File: config.mk
export PLATFORM = sky130hd
export DESIGN_NAME = dreq_seq
export DESIGN_NICKNAME = d
export VERILOG_FILES = /design/src/rtl/dreq_pkg.sv /design/src/rtl/dreq_detect.sv /design/src/rtl/dreq_arm.sv /design/src/rtl/dreq_fsm.sv /design/src/rtl/dreq_seq.sv
export SDC_FILE = /design/constraint.sdc
export NUM_CORES = 1
export LEC_CHECK = 0
export BUFFER_PORTS_ARGS = -buffer_cell sky130_fd_sc_hd__buf_2
export CAP_MARGIN = 40
export CORE_UTILIZATION = 46
export CTS_CLUSTER_SIZE = 12
export DETAILED_ROUTE_END_ITERATION = 6
export PLACE_DENSITY_LB_ADDON = 0.25
export SYNTH_ARGS = -nofsm -noshare
export SYNTH_HDL_FRONTEND = slang
export SYNTH_HIERARCHICAL = 1
export SYNTH_SLANG_ARGS = --single-unit
File: constraint.sdc
create_clock -name clk -period 2.35 [get_ports clk]
set_clock_uncertainty 0.2 [all_clocks]
set_input_delay 0.3525 -clock clk [delete_from_list [all_inputs] [get_ports clk]]
set_output_delay 0.3525 -clock clk [all_outputs]
set_load 0.02 [all_outputs]
File: src/rtl/dreq_pkg.sv
package dreq_pkg;
   typedef enum logic [2:0] {
      ST_IDLE,
      ST_WAIT,
      ST_RD,
      ST_WR,
      ST_SG,
      ST_GAP
   } seq_st_t;

   localparam logic [1:0] PH_NONE = 2'b00;
   localparam logic [1:0] PH_RD   = 2'b01;
   localparam logic [1:0] PH_WR   = 2'b10;
   localparam logic [1:0] PH_SG   = 2'b11;
endpackage

File: src/rtl/dreq_detect.sv
module dreq_detect #(
   parameter int SYNC_STAGES = 1
) (
   input  logic clk,
   input  logic rst_n,
   input  logic req_n,
   input  logic edge_mode,
   input  logic consume,
   output logic det
);
   logic [SYNC_STAGES-1:0] chain;
   logic                   req_now;
   logic                   req_prev;
   logic                   fall;
   logic                   pend;

   generate
      if (SYNC_STAGES < 1) begin : g_bad_stages
         $error("dreq_detect: SYNC_STAGES must be at least 1");
      end
      if (SYNC_STAGES == 1) begin : g_one_stage
         always_ff @(posedge clk or negedge rst_n) begin
            if (!rst_n) chain <= 1'b1;
            else        chain <= req_n;
         end
      end else begin : g_multi_stage
         always_ff @(posedge clk or negedge rst_n) begin
            if (!rst_n) chain <= '1;
            else        chain <= {chain[SYNC_STAGES-2:0], req_n};
         end
      end
   endgenerate

   assign req_now = chain[SYNC_STAGES-1];

   always_ff @(posedge clk or negedge rst_n) begin
      if (!rst_n) begin
         req_prev <= 1'b1;
         pend     <= 1'b0;
      end else begin
         req_prev <= req_now;
         pend     <= (pend | fall) & ~consume;
      end
   end

   assign fall = req_prev & ~req_now;
   assign det  = edge_mode ? (pend | fall) : ~req_now;

   // After a consumed edge, a line that stays put yields no new request.
   p_edge_hold_r3: assert property (@(posedge clk) disable iff (!rst_n)
      (edge_mode && $past(consume) && $stable(req_now)) |-> !det)
      else $error("edge request re-detected without a new transition");
endmodule

File: src/rtl/dreq_arm.sv
module dreq_arm
   import dreq_pkg::*;
(
   input  logic    clk,
   input  logic    rst_n,
   input  logic    single_mode,
   input  logic    edge_mode,
   input  logic    accept,
   input  seq_st_t st,
   input  logic    start_q,
   input  logic    bus_done,
   input  logic    queued,
   output logic    sample_en
);
   logic armed;
   logic arm_set;
   logic keep_on_accept;
   logic rd_end_win;

   always_comb begin
      if (single_mode)
         arm_set = edge_mode ? accept : (st == ST_SG && start_q);
      else
         arm_set = edge_mode ? (st == ST_RD && bus_done) : (st == ST_WR && start_q);
   end

   assign keep_on_accept = single_mode & edge_mode;
   assign rd_end_win     = ~single_mode & edge_mode & (st == ST_RD) & bus_done;

   always_ff @(posedge clk or negedge rst_n) begin
      if (!rst_n)                         armed <= 1'b0;
      else if (accept && !keep_on_accept) armed <= 1'b0;
      else if (arm_set)                   armed <= 1'b1;
   end

   assign sample_en = (st == ST_IDLE) | ((armed | rd_end_win) & ~queued);

   // Dual-address level mode never samples during a read cycle.
   p_dual_level_rd_r6: assert property (@(posedge clk) disable iff (!rst_n)
      (!single_mode && !edge_mode && st == ST_RD) |-> !sample_en)
      else $error("request sampled during read in dual level mode");
endmodule

File: src/rtl/dreq_fsm.sv
module dreq_fsm
   import dreq_pkg::*;
#(
   parameter int LVL_LAT  = 4,
   parameter int EDGE_LAT = 5
) (
   input  logic       clk,
   input  logic       rst_n,
   input  logic       burst_mode,
   input  logic       single_mode,
   input  logic       edge_mode,
   input  logic       ack_on_write,
   input  logic       accept,
   input  logic       bus_done,
   output seq_st_t    st,
   output logic       start_q,
   output logic       queued,
   output logic [1:0] phase,
   output logic       ack
);
   localparam int MAXL = (LVL_LAT > EDGE_LAT) ? LVL_LAT : EDGE_LAT;
   localparam int CW   = $clog2(MAXL + 1);
   localparam logic [CW-1:0] LOAD_LVL  = CW'(LVL_LAT - 2);
   localparam logic [CW-1:0] LOAD_EDGE = CW'(EDGE_LAT - 2);

   generate
      if (LVL_LAT < 2 || EDGE_LAT < 2) begin : g_bad_lat
         $error("dreq_fsm: start latencies must be at least 2");
      end
   endgenerate

   logic [CW-1:0] cnt;
   seq_st_t       first_bus;
   logic          end_xfer;
   logic          next_q;

   assign first_bus = single_mode ? ST_SG : ST_RD;
   assign end_xfer  = bus_done && (st == ST_SG || st == ST_WR);
   assign next_q    = queued | (accept & (st != ST_IDLE));

   always_ff @(posedge clk or negedge rst_n) begin
      if (!rst_n) begin
         st      <= ST_IDLE;
         cnt     <= '0;
         start_q <= 1'b0;
         queued  <= 1'b0;
      end else begin
         start_q <= 1'b0;
         queued  <= next_q;
         unique case (st)
            ST_IDLE: if (accept) begin
               st  <= ST_WAIT;
               cnt <= edge_mode ? LOAD_EDGE : LOAD_LVL;
            end
            ST_WAIT: if (cnt == '0) begin
               st      <= first_bus;
               start_q <= 1'b1;
            end else begin
               cnt <= cnt - 1'b1;
            end
            ST_RD: if (bus_done) begin
               st      <= ST_WR;
               start_q <= 1'b1;
            end
            ST_WR, ST_SG: if (end_xfer) begin
               if (next_q && burst_mode) begin
                  st      <= first_bus;
                  start_q <= 1'b1;
                  queued  <= 1'b0;
               end else if (next_q) begin
                  st <= ST_GAP;
               end else begin
                  st <= ST_IDLE;
               end
            end
            ST_GAP: begin
               st      <= first_bus;
               start_q <= 1'b1;
               queued  <= 1'b0;
            end
            default: st <= ST_IDLE;
         endcase
      end
   end

   always_comb begin
      unique case (st)
         ST_RD:   begin phase = PH_RD;   ack = ~ack_on_write; end
         ST_WR:   begin phase = PH_WR;   ack = ack_on_write;  end
         ST_SG:   begin phase = PH_SG;   ack = 1'b1;          end
         default: begin phase = PH_NONE; ack = 1'b0;          end
      endcase
   end

   p_phase_hold_r4: assert property (@(posedge clk) disable iff (!rst_n)
      (phase != PH_NONE && !bus_done) |=> (phase == $past(phase)))
      else $error("bus phase changed before done");

   p_wr_follows_rd_r5: assert property (@(posedge clk) disable iff (!rst_n)
      (start_q && st == ST_WR) |-> $past(st == ST_RD && bus_done))
      else $error("write cycle not preceded by finished read");

   p_gap_then_start_r8: assert property (@(posedge clk) disable iff (!rst_n)
      (st == ST_GAP) |=> (start_q && st != ST_GAP))
      else $error("idle clock not followed by queued start");

   p_ack_not_from_idle_r9: assert property (@(posedge clk) disable iff (!rst_n)
      ack |-> ($past(st) != ST_IDLE))
      else $error("acknowledge raised straight from idle");
endmodule

File: src/rtl/dreq_seq.sv
module dreq_seq
   import dreq_pkg::*;
#(
   parameter int CNT_W       = 8,
   parameter int LVL_LAT     = 4,
   parameter int EDGE_LAT    = 5,
   parameter int SYNC_STAGES = 1
) (
   input  logic             clk,
   input  logic             rst_n,
   input  logic             req_n,
   input  logic             burst_mode,
   input  logic             single_mode,
   input  logic             edge_mode,
   input  logic             ack_on_write,
   input  logic [CNT_W-1:0] rem_count,
   input  logic             bus_done,
   output logic             accept_o,
   output logic             cyc_start_o,
   output logic [1:0]       phase_o,
   output logic             ack_o
);
   generate
      if (CNT_W < 1) begin : g_bad_cnt
         $error("dreq_seq: CNT_W must be at least 1");
      end
   endgenerate

   logic    det;
   logic    sample_en;
   logic    accept;
   logic    start_q;
   logic    queued;
   seq_st_t st;

   assign accept = sample_en & det & (rem_count != '0);

   dreq_detect #(.SYNC_STAGES(SYNC_STAGES)) u_detect (
      .clk       (clk),
      .rst_n     (rst_n),
      .req_n     (req_n),
      .edge_mode (edge_mode),
      .consume   (accept),
      .det       (det)
   );

   dreq_arm u_arm (
      .clk         (clk),
      .rst_n       (rst_n),
      .single_mode (single_mode),
      .edge_mode   (edge_mode),
      .accept      (accept),
      .st          (st),
      .start_q     (start_q),
      .bus_done    (bus_done),
      .queued      (queued),
      .sample_en   (sample_en)
   );

   dreq_fsm #(.LVL_LAT(LVL_LAT), .EDGE_LAT(EDGE_LAT)) u_fsm (
      .clk          (clk),
      .rst_n        (rst_n),
      .burst_mode   (burst_mode),
      .single_mode  (single_mode),
      .edge_mode    (edge_mode),
      .ack_on_write (ack_on_write),
      .accept       (accept),
      .bus_done     (bus_done),
      .st           (st),
      .start_q      (start_q),
      .queued       (queued),
      .phase        (phase_o),
      .ack          (ack_o)
   );

   assign accept_o    = accept;
   assign cyc_start_o = start_q;

   // A start never coincides with an empty phase.
   p_start_has_phase_r4: assert property (@(posedge clk) disable iff (!rst_n)
      cyc_start_o |-> (phase_o != PH_NONE))
      else $error("bus cycle start without phase");
endmodule

==> results.toml, run 1 <==
[route]
drt_iter0_drc = 45
wl_um = 2150
vias_per_cell = 5.66
post-route-drc-count = 0
postRouteAntennaNets = 0
first_pass_iters = 4
dr_total_vias = 866
routedWlPerCell_um = 14.1

[global_route]
grt_pass1_vias = 707
grt_max_degree = 21
grt_pass1_wl_um = 3210
gr-total-overflow = 0
grtUsageTotal = 0.222
antenna_found_initial = 0

[place]
post_dp_cell_area_sq_um = 978
gp_congestion = 0.967
hpwl_um = 1510
placement.io_buffers = 20

[clock_tree]
clockRootBuffer = "clkbuf_4"
cts_tree = "done"
numCtsBuffers = 3
cts_max_level = 1
worstSkewPairLatency_ns = 0.27
cts_buffer_depth = 2
cts_sinks = 12
clk_pin_slew_ns = 0.08

[logic_synthesis]
synth_top_area_share = 0.301
yosys_most_used_dff = "dfrtp_1"
ys_seq_elements = 12
synth.area.top_cells = "dfrtp_1 30%, dfstp_2 6.3%, nor2_1 5.0%"
avgSynthCellArea_sq_um = 8.49
ys_seq_area_frac = 0.364
synth_cell_type_count = 35
synth-async-reset-ratio = 1.00
synth-edff-count = 0
synth_nets = 116
synth.cell_area_sq_um = 832
ys_warn_count = 6
synth_top_area_cell = "dfrtp_1"
syn_inst = 98

[min_path]
hold_path.class = "in2reg"

[die]
die_h_um = 44.5
start_util = 0.487
core_area_sq_um = 1710
fp.dieArea_sq_um = 1980
die_w_um = 44.5
io_pins = 21
core.rowCount = 15

[sta]
maxSlewViolCount = 0
max_freq_ghz = 0.433
relSlewSlack = 0.636
period_needed_ns = 2.31
setup_viol = 0
period_share = 0.983
rsz0062_at_grt = "yes"
hold_viol = 0
worstMarginPinSlew_ns = 0.541

[layout]
final_area_sq_um = 1120
drive_above_1_share = 0.344
nNetsFinal = 147
num_antenna_cells = 0
area_growth_pct = 34.1
num-fill-cells = 146

[power_and_ir_drop]
p_leak_nw = 0.512
peakVddDrop_mv = 0.695
p_per_area_nw_per_um2 = 1270
total_power_w = 0.00142

[critical_path]
critPathKind = "reg2reg"
startpoint_type = "register"
worstPathArrival_ns = 2.25
critPathMaxFanout = 5
endpoint_kind = "register"
required_ns = 2.29

[status]
outcome = "finished, final reports clean"

[run]
max_cap_viol_count = 0
metal layers:
layer	track usage	vias to the layer above	share of wire
met4	0.0727	0	0.0046
met2	0.350	36	0.50
met3	0.0245	2	0.063
met1	0.317	412	0.43
met5	0	-	0
li1	-	416	-
synth_stat cells, types with 3 or more instances:
master	count
buf_2	3
nand2_1	6
a21oi_1	8
nand2b_1	4
o21ai_0	6
nor2_1	11
inv_1	9
mux2i_1	3
dfrtp_1	10
sequential cells by signal, summed over array words and instances (netlist names):
name,cells
u_arm/armed,1
u_detect/chain,1
u_detect/pend,1
u_detect/req_prev,1
u_fsm/cnt,3
u_fsm/queued,1
u_fsm/st,3
u_fsm/start_q,1
stage by stage:
stage	utilization	setup slack, ns	instances	hold WS [ns]	TNS [ns]
after detailed placement	0.573	0.0583	144	0.0476	0
after global routing	0.653	-0.0436	153	0.177	-0.0958
after CTS	0.615	0.0342	151	0.150	0
after global placement	0.573	0.139	144	0.0440	0
final	0.653	0.0408	153	0.175	0
after floorplan	-	0.0274	98	-0.143	0
logic make-up (layout without fill, tap and decap cells):
logic type | count (synthesis) | count (layout) | synth area share
flops | 12 | 12 | 0.364
mux | 3 | 3 | 0.0361
compound gates | 33 | 33 | 0.260
fa+ha+maj | 2 | 2 | 0.0301
buf+inv | 13 | 43 | 0.0722
xor+xnor | 1 | 1 | 0.0105
simple gates | 34 | 34 | 0.227
area by class of cell:
cell class / count / area, sq um / area share
Clock buffer: 4 / 36.3 / 0.0325
Inverter: 9 / 33.8 / 0.0303
Multi-Input combinational cell: 73 / 518 / 0.464
Sequential cell: 12 / 303 / 0.271
Tap cell: 25 / 31.3 / 0.0280
Timing Repair Buffer: 30 / 194 / 0.174
placed cells by master, fill, tap and decap left out, types with 3 or more instances in the layout:
master    count
a21oi_1       7
buf_2        19
buf_4         6
buf_6         3
clkbuf_4      3
dfrtp_1      10
inv_1         9
mux2i_1       3
nand2_1       6
nand2b_1      4
nor2_1       11
o21ai_0       5
worst max-delay path, stage by stage, from the launching register on:
cell and delay [ns]:
dfrtp_1 0.38, and4bb_2 0.27, a31oi_4 0.15, o32ai_2 0.10
nand2_1 0.11, a21oi_4 0.05, buf_6 0.15, nor2_1 0.21
nor2_1 0.08, a221oi_1 0.32, o32ai_1 0.15
where the power goes:
part | internal [W] | leakage (nW) | switching (W)
clock | 0.0000941 | 0.0210 | 0.0000693
combinational | 0.000412 | 0.345 | 0.000507
sequential | 0.000288 | 0.145 | 0.0000482
worst paths after layout:
check,slack (ns),endpoint,start,depth (start not counted)
setup / recovery,0.04,u_fsm/st[2]$_DFFE_PN0P_,u_fsm/st[2]$_DFFE_PN0P_,10
hold / removal,0.18,u_fsm/st[1]$_DFFE_PN0P_,bus_done,2
setup reg to reg,0.04,u_fsm/st[2]$_DFFE_PN0P_,u_fsm/st[2]$_DFFE_PN0P_,10
hold reg to reg,0.18,u_detect/req_prev$_DFF_PN1_,u_detect/chain$_DFF_PN1_,0
max in group asynchronous,1.40,u_detect/req_prev$_DFF_PN1_,rst_n,2
min in group asynchronous,0.28,u_arm/armed$_DFFE_PN0P_,rst_n,2
repair_timing:
item / in CTS / in global routing
hold buffers: 2 / 0
endpoints found under the hold margin: 11 / 0
endpoints found under the setup margin: 1 / 4
buffers inserted: 1 / 2
gates resized for setup: 1 / 11
pin swaps: 0 / 5
Note: power is estimated with default switching activity, not from simulation.
==> inputs of run 2 (changes only) <==
- ABC_AREA: default -> 1
==> run 2 against run 1 <==
  * The flow now finishes with violations (design-rule violations)
  * Final area fell by 6.3%
  * Via count up 0.35%
  * Critical path depth shrank 4
  * First-iteration DRC count fell by 4.4%
  * Synthesized area is 0.45% higher
  * Critical endpoint is now accept_o
  * Setup slack better by 0.20 ns
==> results.toml, run 2 <==
[critical_path]
worstRegToRegCells = 12
critPathMaxFanout = 8
endpoint_kind = "output pin"
startpoint_type = "register"
critPathKind = "reg2out"
worstPathArrival_ns = 1.56
required_ns = 1.80

[route]
postRouteAntennaNets = 0
routedWlPerCell_um = 11.1
post-route-drc-count = 2
vias_per_cell = 4.91
dr_total_vias = 869
wl_um = 1970
first_pass_iters = 6
drt_iter0_drc = 43

[sta]
period_needed_ns = 2.11
hold_viol = 0
worstMarginPinSlew_ns = 0.292
relSlewSlack = 0.805
fin_ws_ns = 0.236
setup_viol = 0
period_share = 0.900
fin_setup_tns_ns = 0
max_freq_ghz = 0.473
rsz0062_at_grt = "no"
maxSlewViolCount = 0

[clock_tree]
cts_resized = 0
holdBufCountCts = 2
numCtsBuffers = 3
cts_max_level = 1
clk_pin_slew_ns = 0.08
clockRootBuffer = "clkbuf_4"
worstSkewPairLatency_ns = 0.27
cts_tree = "done"
cts_setup_buffers = 0
cts_sinks = 12
cts_buffer_depth = 2

[logic_synthesis]
synth.area.top_cells = "dfrtp_1 30%, nand2_1 17%, inv_1 7.6%"
synth_cell_type_count = 24
synth.cell_area_sq_um = 836
synth_top_area_cell = "dfrtp_1"
avgSynthCellArea_sq_um = 6.80
yosys_most_used_dff = "dfrtp_1"
ys_seq_elements = 12
syn_inst = 123
ys_seq_area_frac = 0.362
synth_top_area_share = 0.299
yosys.cell_count.top_type = "nand2_1"
ys_warn_count = 6
synthTopCellsByCount = "37 x nand2_1, 17 x inv_1, 17 x nor2_1"
synth-async-reset-ratio = 1.00
synth-edff-count = 0
synth_nets = 141

[layout]
instances_no_fill = 177
layout_common_cells = "37 x nand2_1, 20 x buf_2, 17 x nor2_1, 17 x inv_1, 10 x dfrtp_1"
num_antenna_cells = 0
postLayoutCoreUtil = 0.612
num-fill-cells = 160
top_regs = "u_fsm/cnt x3, u_fsm/st x3"
mostFrequentLayoutCell = "nand2_1"
drive_above_1_share = 0.270
area_growth_pct = 25.1
nNetsFinal = 171

[die]
die_h_um = 44.6
core.rowCount = 15
fp.dieArea_sq_um = 1990
start_util = 0.489
die_w_um = 44.6
io_pins = 21
core_area_sq_um = 1710

[power_and_ir_drop]
power.switching_w = 0.000637
power.internal_w = 0.000665
p_leak_nw = 0.566
p_per_area_nw_per_um2 = 1240
p_seq_frac = 0.264
p_sw_frac = 0.489
peakVddDrop_mv = 0.744
pwr-share-comb = 0.610
p_clk_frac = 0.126

[status]
outcome = "finished with violations"
violations = "design-rule violations"

[global_route]
grtUsageTotal = 0.230
gr-total-overflow = 0
antenna_found_initial = 0
grt_pass1_wl_um = 3300
grt_pass1_vias = 826
grt_max_degree = 13

[min_path]
hold_path.class = "reg2reg"
whs_path_depth = 0

[place]
pre_cts_ws_ns = 0.354
placement.io_buffers = 20
gp_congestion = 0.935
dpl.cell_count = 171
hpwl_um = 1490

[run]
max_cap_viol_count = 0
-- run 2: through the flow --
| stage | area (sq um) | total power, W | hold WS, ns |
|---|---|---|---|
| 2_1_floorplan | 836 | 0.000915 | -0.143 |
| 3_3_place_gp | 990 | 0.00110 | 0.0467 |
| 3_5_place_dp | 990 | 0.00112 | 0.0522 |
| 4_1_cts | 1050 | 0.00130 | 0.174 |
| 5_1_grt | 1050 | 0.00142 | 0.190 |
| 6_report | 1050 | 0.00130 | 0.175 |
-- run 2: worst paths after layout --
path	start	slack [ns]	to
hold reg to reg	u_detect/chain$_DFF_PN1_	0.18	u_detect/req_prev$_DFF_PN1_
hold / removal	u_detect/chain$_DFF_PN1_	0.18	u_detect/req_prev$_DFF_PN1_
setup reg to reg	u_fsm/st[0]$_DFFE_PN0P_	0.36	u_fsm/st[1]$_DFFE_PN0P_
max in group asynchronous	rst_n	1.38	u_detect/chain$_DFF_PN1_
setup / recovery	u_fsm/st[0]$_DFFE_PN0P_	0.24	accept_o
min in group asynchronous	rst_n	0.29	u_detect/pend$_DFF_PN0_
-- run 2: logic make-up (layout without fill, tap and decap cells) --
kind of cell / count (synthesis) / after routing / share of synthesized area
flip-flops: 12 / 12 / 0.362
AND/OR/NAND/NOR: 74 / 74 / 0.395
AO/OA/AOI/OAI: 16 / 16 / 0.127
adder cells (fa/ha/maj): 2 / 2 / 0.0299
buffers and inverters: 19 / 48 / 0.0853
-- run 2: layer usage --
layer	vias to the layer above	track usage	share of wire
met5	-	0	0
met3	2	0.0245	0.039
met4	0	0.115	0.0030
li1	444	-	-
met2	25	0.397	0.50
met1	398	0.284	0.46
-- run 2: critical path, cell delays in order, from the launching register on --
cell      delay, ns
dfrtp_1        0.47
or2_1          0.28
nor2_1         0.08
o21bai_2       0.11
nand2_1        0.06
nor2_1         0.12
buf_2          0.18
-- run 2: layout make-up --
cell class | count | area, sq um | share of cell area
Tap cell | 25 | 31.3 | 0.0299
Timing Repair Buffer | 25 | 143 | 0.136
Multi-Input combinational cell | 92 | 462 | 0.441
Clock buffer | 4 | 36.3 | 0.0347
Inverter | 19 | 71.3 | 0.0682
Sequential cell | 12 | 303 | 0.289
-- run 2: power by group through the flow --
stage / Combinational (W) / Sequential (W) / Clock (W)
finish: 0.000794 / 0.000344 / 0.000164
global route: 0.000890 / 0.000354 / 0.000179
CTS: 0.000783 / 0.000343 / 0.000172
detailed placement: 0.000772 / 0.000347 / 0
global placement: 0.000754 / 0.000345 / 0
floorplan: 0.000561 / 0.000353 / 0
==> inputs of run 3 (changes only) <==
- CORE_UTILIZATION: 46 -> 51
- SYNTH_HIERARCHICAL: 1 -> default
- clock period: 2.35 -> 2.3 ns (I/O delays scaled with it)
==> run 3 against run 2 <==
  * The run now ends clean
  * Non-clock buffer count fell by 3
  * Hold slack got worse by 0.021 ns
  * Synthesized area rose by 0.30%
  * Sequential power rose by 3%
  * Setup slack got worse by 0.057 ns
  * Largest cell class unchanged
  * Via count fell by 4.4%
  * Routed wire length fell by 9.0%
  * Synthesized cell count fell by 2.4%
  * Sequential cell count did not move
  * Sequential share of layout area rose by 0.75 points
  * Highest routed layer unchanged
  * Clock power rose by 9.8%
==> results.toml, run 3 <==
[sta]
hold_slack_ns = 0.154
hold_viol = 0
period_needed_ns = 2.12
worstMarginPinSlew_ns = 0.280
fin_setup_tns_ns = 0
setup_viol = 0
max_freq_ghz = 0.472
rsz0062_at_grt = "no"
period_share = 0.922
fin_ws_ns = 0.180
relSlewSlack = 0.814
maxSlewViolCount = 0

[layout]
area_growth_pct = 21.6
drive_above_1_share = 0.295
top_regs = "u_fsm.cnt x3, u_fsm.st x3"
num_antenna_cells = 0
nNetsFinal = 165
mostFrequentLayoutCell = "nand2_1"
multiInputGateArea_sq_um = 454
register_area_sq_um = 303
num-fill-cells = 135
layout_common_cells = "37 x nand2_1, 20 x inv_1, 20 x buf_2"

[critical_path]
required_ns = 1.75
cpMostUsedCell = "nand2_1"
startpoint_type = "register"
critPathKind = "reg2out"
cp_slowest_cell = "dfrtp_1"
endpoint_kind = "output pin"
critPathMaxFanout = 6
worstPathArrival_ns = 1.58
slowest_delay_ns = 0.47
worstPathCellList = "nor2_4 -> nand4_1 -> nand2_1 -> nand2_1 -> nand2_1 -> nand2_1 -> inv_2 -> buf_2"

[clock_tree]
cts_max_level = 1
cts_sinks = 12
cts_buffer_depth = 2
clockRootBuffer = "clkbuf_4"
cts_setup_buffers = 0
clk_pin_slew_ns = 0.09
worstSkewPairLatency_ns = 0.28
cts_tree = "done"
numCtsBuffers = 3

[die]
fp.dieArea_sq_um = 1810
core.rowCount = 14
die_h_um = 42.5
io_pins = 21
die_w_um = 42.5
core_area_sq_um = 1520
start_util = 0.550

[power_and_ir_drop]
p_leak_nw = 0.598
peakVddDrop_mv = 0.590
total_power_w = 0.00129
p_per_area_nw_per_um2 = 1270

[logic_synthesis]
synth.cell_area_sq_um = 838
ys_warn_count = 0
synth_nets = 138
synthTopCellsByCount = "37 x nand2_1, 20 x inv_1, 12 x nor2_1"
synth_compound_area_frac = 0.109
yosys_most_used_dff = "dfrtp_1"
ys_seq_area_frac = 0.361
synth_top_area_cell = "dfrtp_1"
synth-edff-count = 0
avgSynthCellArea_sq_um = 6.99
ys_seq_elements = 12
synth_top_family_by_area = "simple AND/OR/NAND/NOR gates"
synth_xor_area_frac = 0.0104
synthSimpleGateAreaFrac = 0.387
yosys.cell_count.top_type = "nand2_1"
synth_adder_area_share = 0.0299
synth_cell_type_count = 25
synth.area.top_cells = "dfrtp_1 30%, nand2_1 17%, inv_1 9.0%"
synth_top_area_share = 0.299
synth-async-reset-ratio = 1.00
synth.mux.area_fraction = 0
syn_inst = 120

[run]
max_cap_viol_count = 0

[place]
placement.io_buffers = 20
gp_congestion = 0.874
hpwl_um = 1380
pre_cts_ws_ns = 0.461

[route]
postRouteAntennaNets = 0
routedWlPerCell_um = 11.1
dr_total_vias = 831
post-route-drc-count = 0
vias_per_cell = 5.13
first_pass_iters = 5
drt_iter0_drc = 8
wl_um = 1800

[global_route]
gr-total-overflow = 0
grtUsageTotal = 0.220
grt_pass1_wl_um = 3040
grt_max_degree = 13
grt_util_met2 = 0.357
antenna_found_initial = 0
grt_pass1_vias = 776
met3_usage = 0.0302
met1_usage = 0.286
top_usage_layer = "met2"

[min_path]
hold_path.class = "in2reg"

[status]
outcome = "finished, final reports clean"
-- run 3: cell types whose count changed in the layout (fill, tap and decap cells not counted), sizes merged, moves of 2 or more --
cell | before | now
buf | 23 | 20
a21oi | 3 | 7
nor2 | 20 | 14
or2 | 3 | 1
nand3 | 7 | 10
inv | 19 | 23
o21ai | 10 | 3
-- run 3: repair_timing --
item | 4_1_cts | 5_1_grt
setup endpoints to repair | 0 | 1
endpoints found under the hold margin | 13 | 0
hold buffers | 2 | 0
resized for setup | 0 | 1
-- run 3: kinds of logic (layout without fill, tap and decap cells) --
group / count (synthesis) / count (layout)
simple gates: 69 / 69
flops: 12 / 12
xor+xnor: 1 / 1
buf+inv: 23 / 49
fa+ha+maj: 2 / 2
compound gates: 13 / 13
-- run 3: stage by stage --
stage / area, sq um / utilization / std cells
after floorplan: 838 / - / 120
final: 1020 / 0.669 / 162
after global routing: 1020 / 0.669 / 162
after CTS: 1010 / 0.666 / 162
after detailed placement: 958 / 0.629 / 156
after global placement: 958 / 0.629 / 156
-- run 3: critical path, delay by kind of cell, from the launching register on --
kind | cells | cell delay (ns)
buffers and inverters | 2 | 0.22
flip-flops | 1 | 0.47
AND/OR/NAND/NOR | 6 | 0.60
-- run 3: per-layer routing --
layer | part of all wire | wire length, um
met1 | 0.48 | 854
met2 | 0.46 | 833
met3 | 0.044 | 79
met4 | 0.016 | 28
met5 | 0 | 0
-- run 3: path summary, 6_finish.rpt --
path | from | end | slack [ns] | cells past startpoint
min in group asynchronous | rst_n | u_fsm.queued$_DFF_PN0_ | 0.26 | 2
worst max-delay path | u_fsm.st[2]$_DFFE_PN0P_ | accept_o | 0.18 | 8
max in group asynchronous | rst_n | u_detect.chain$_DFF_PN1_ | 1.36 | 2
worst min-delay path | bus_done | u_fsm.start_q$_DFF_PN0_ | 0.15 | 3
worst min register to register | u_detect.chain$_DFF_PN1_ | u_detect.req_prev$_DFF_PN1_ | 0.18 | 0
worst max register to register | u_detect.chain$_DFF_PN1_ | u_fsm.st[2]$_DFFE_PN0P_ | 0.60 | 10
-- run 3: cell type report --
| cell class | count | share of cell area |
|---|---|---|
| timing repair buffer | 22 | 0.118 |
| multi-input combinational | 85 | 0.445 |
| sequential | 12 | 0.297 |
| tap | 16 | 0.0196 |
| inverter | 23 | 0.0847 |
| clock buffer | 4 | 0.0356 |
-- run 3: power by group --
part           leakage (nW)  total (W)  switching, W  internal, W
Sequential            0.143   0.000355     0.0000618     0.000293
Combinational         0.434   0.000757      0.000493     0.000264
Clock                0.0210   0.000180     0.0000831    0.0000965
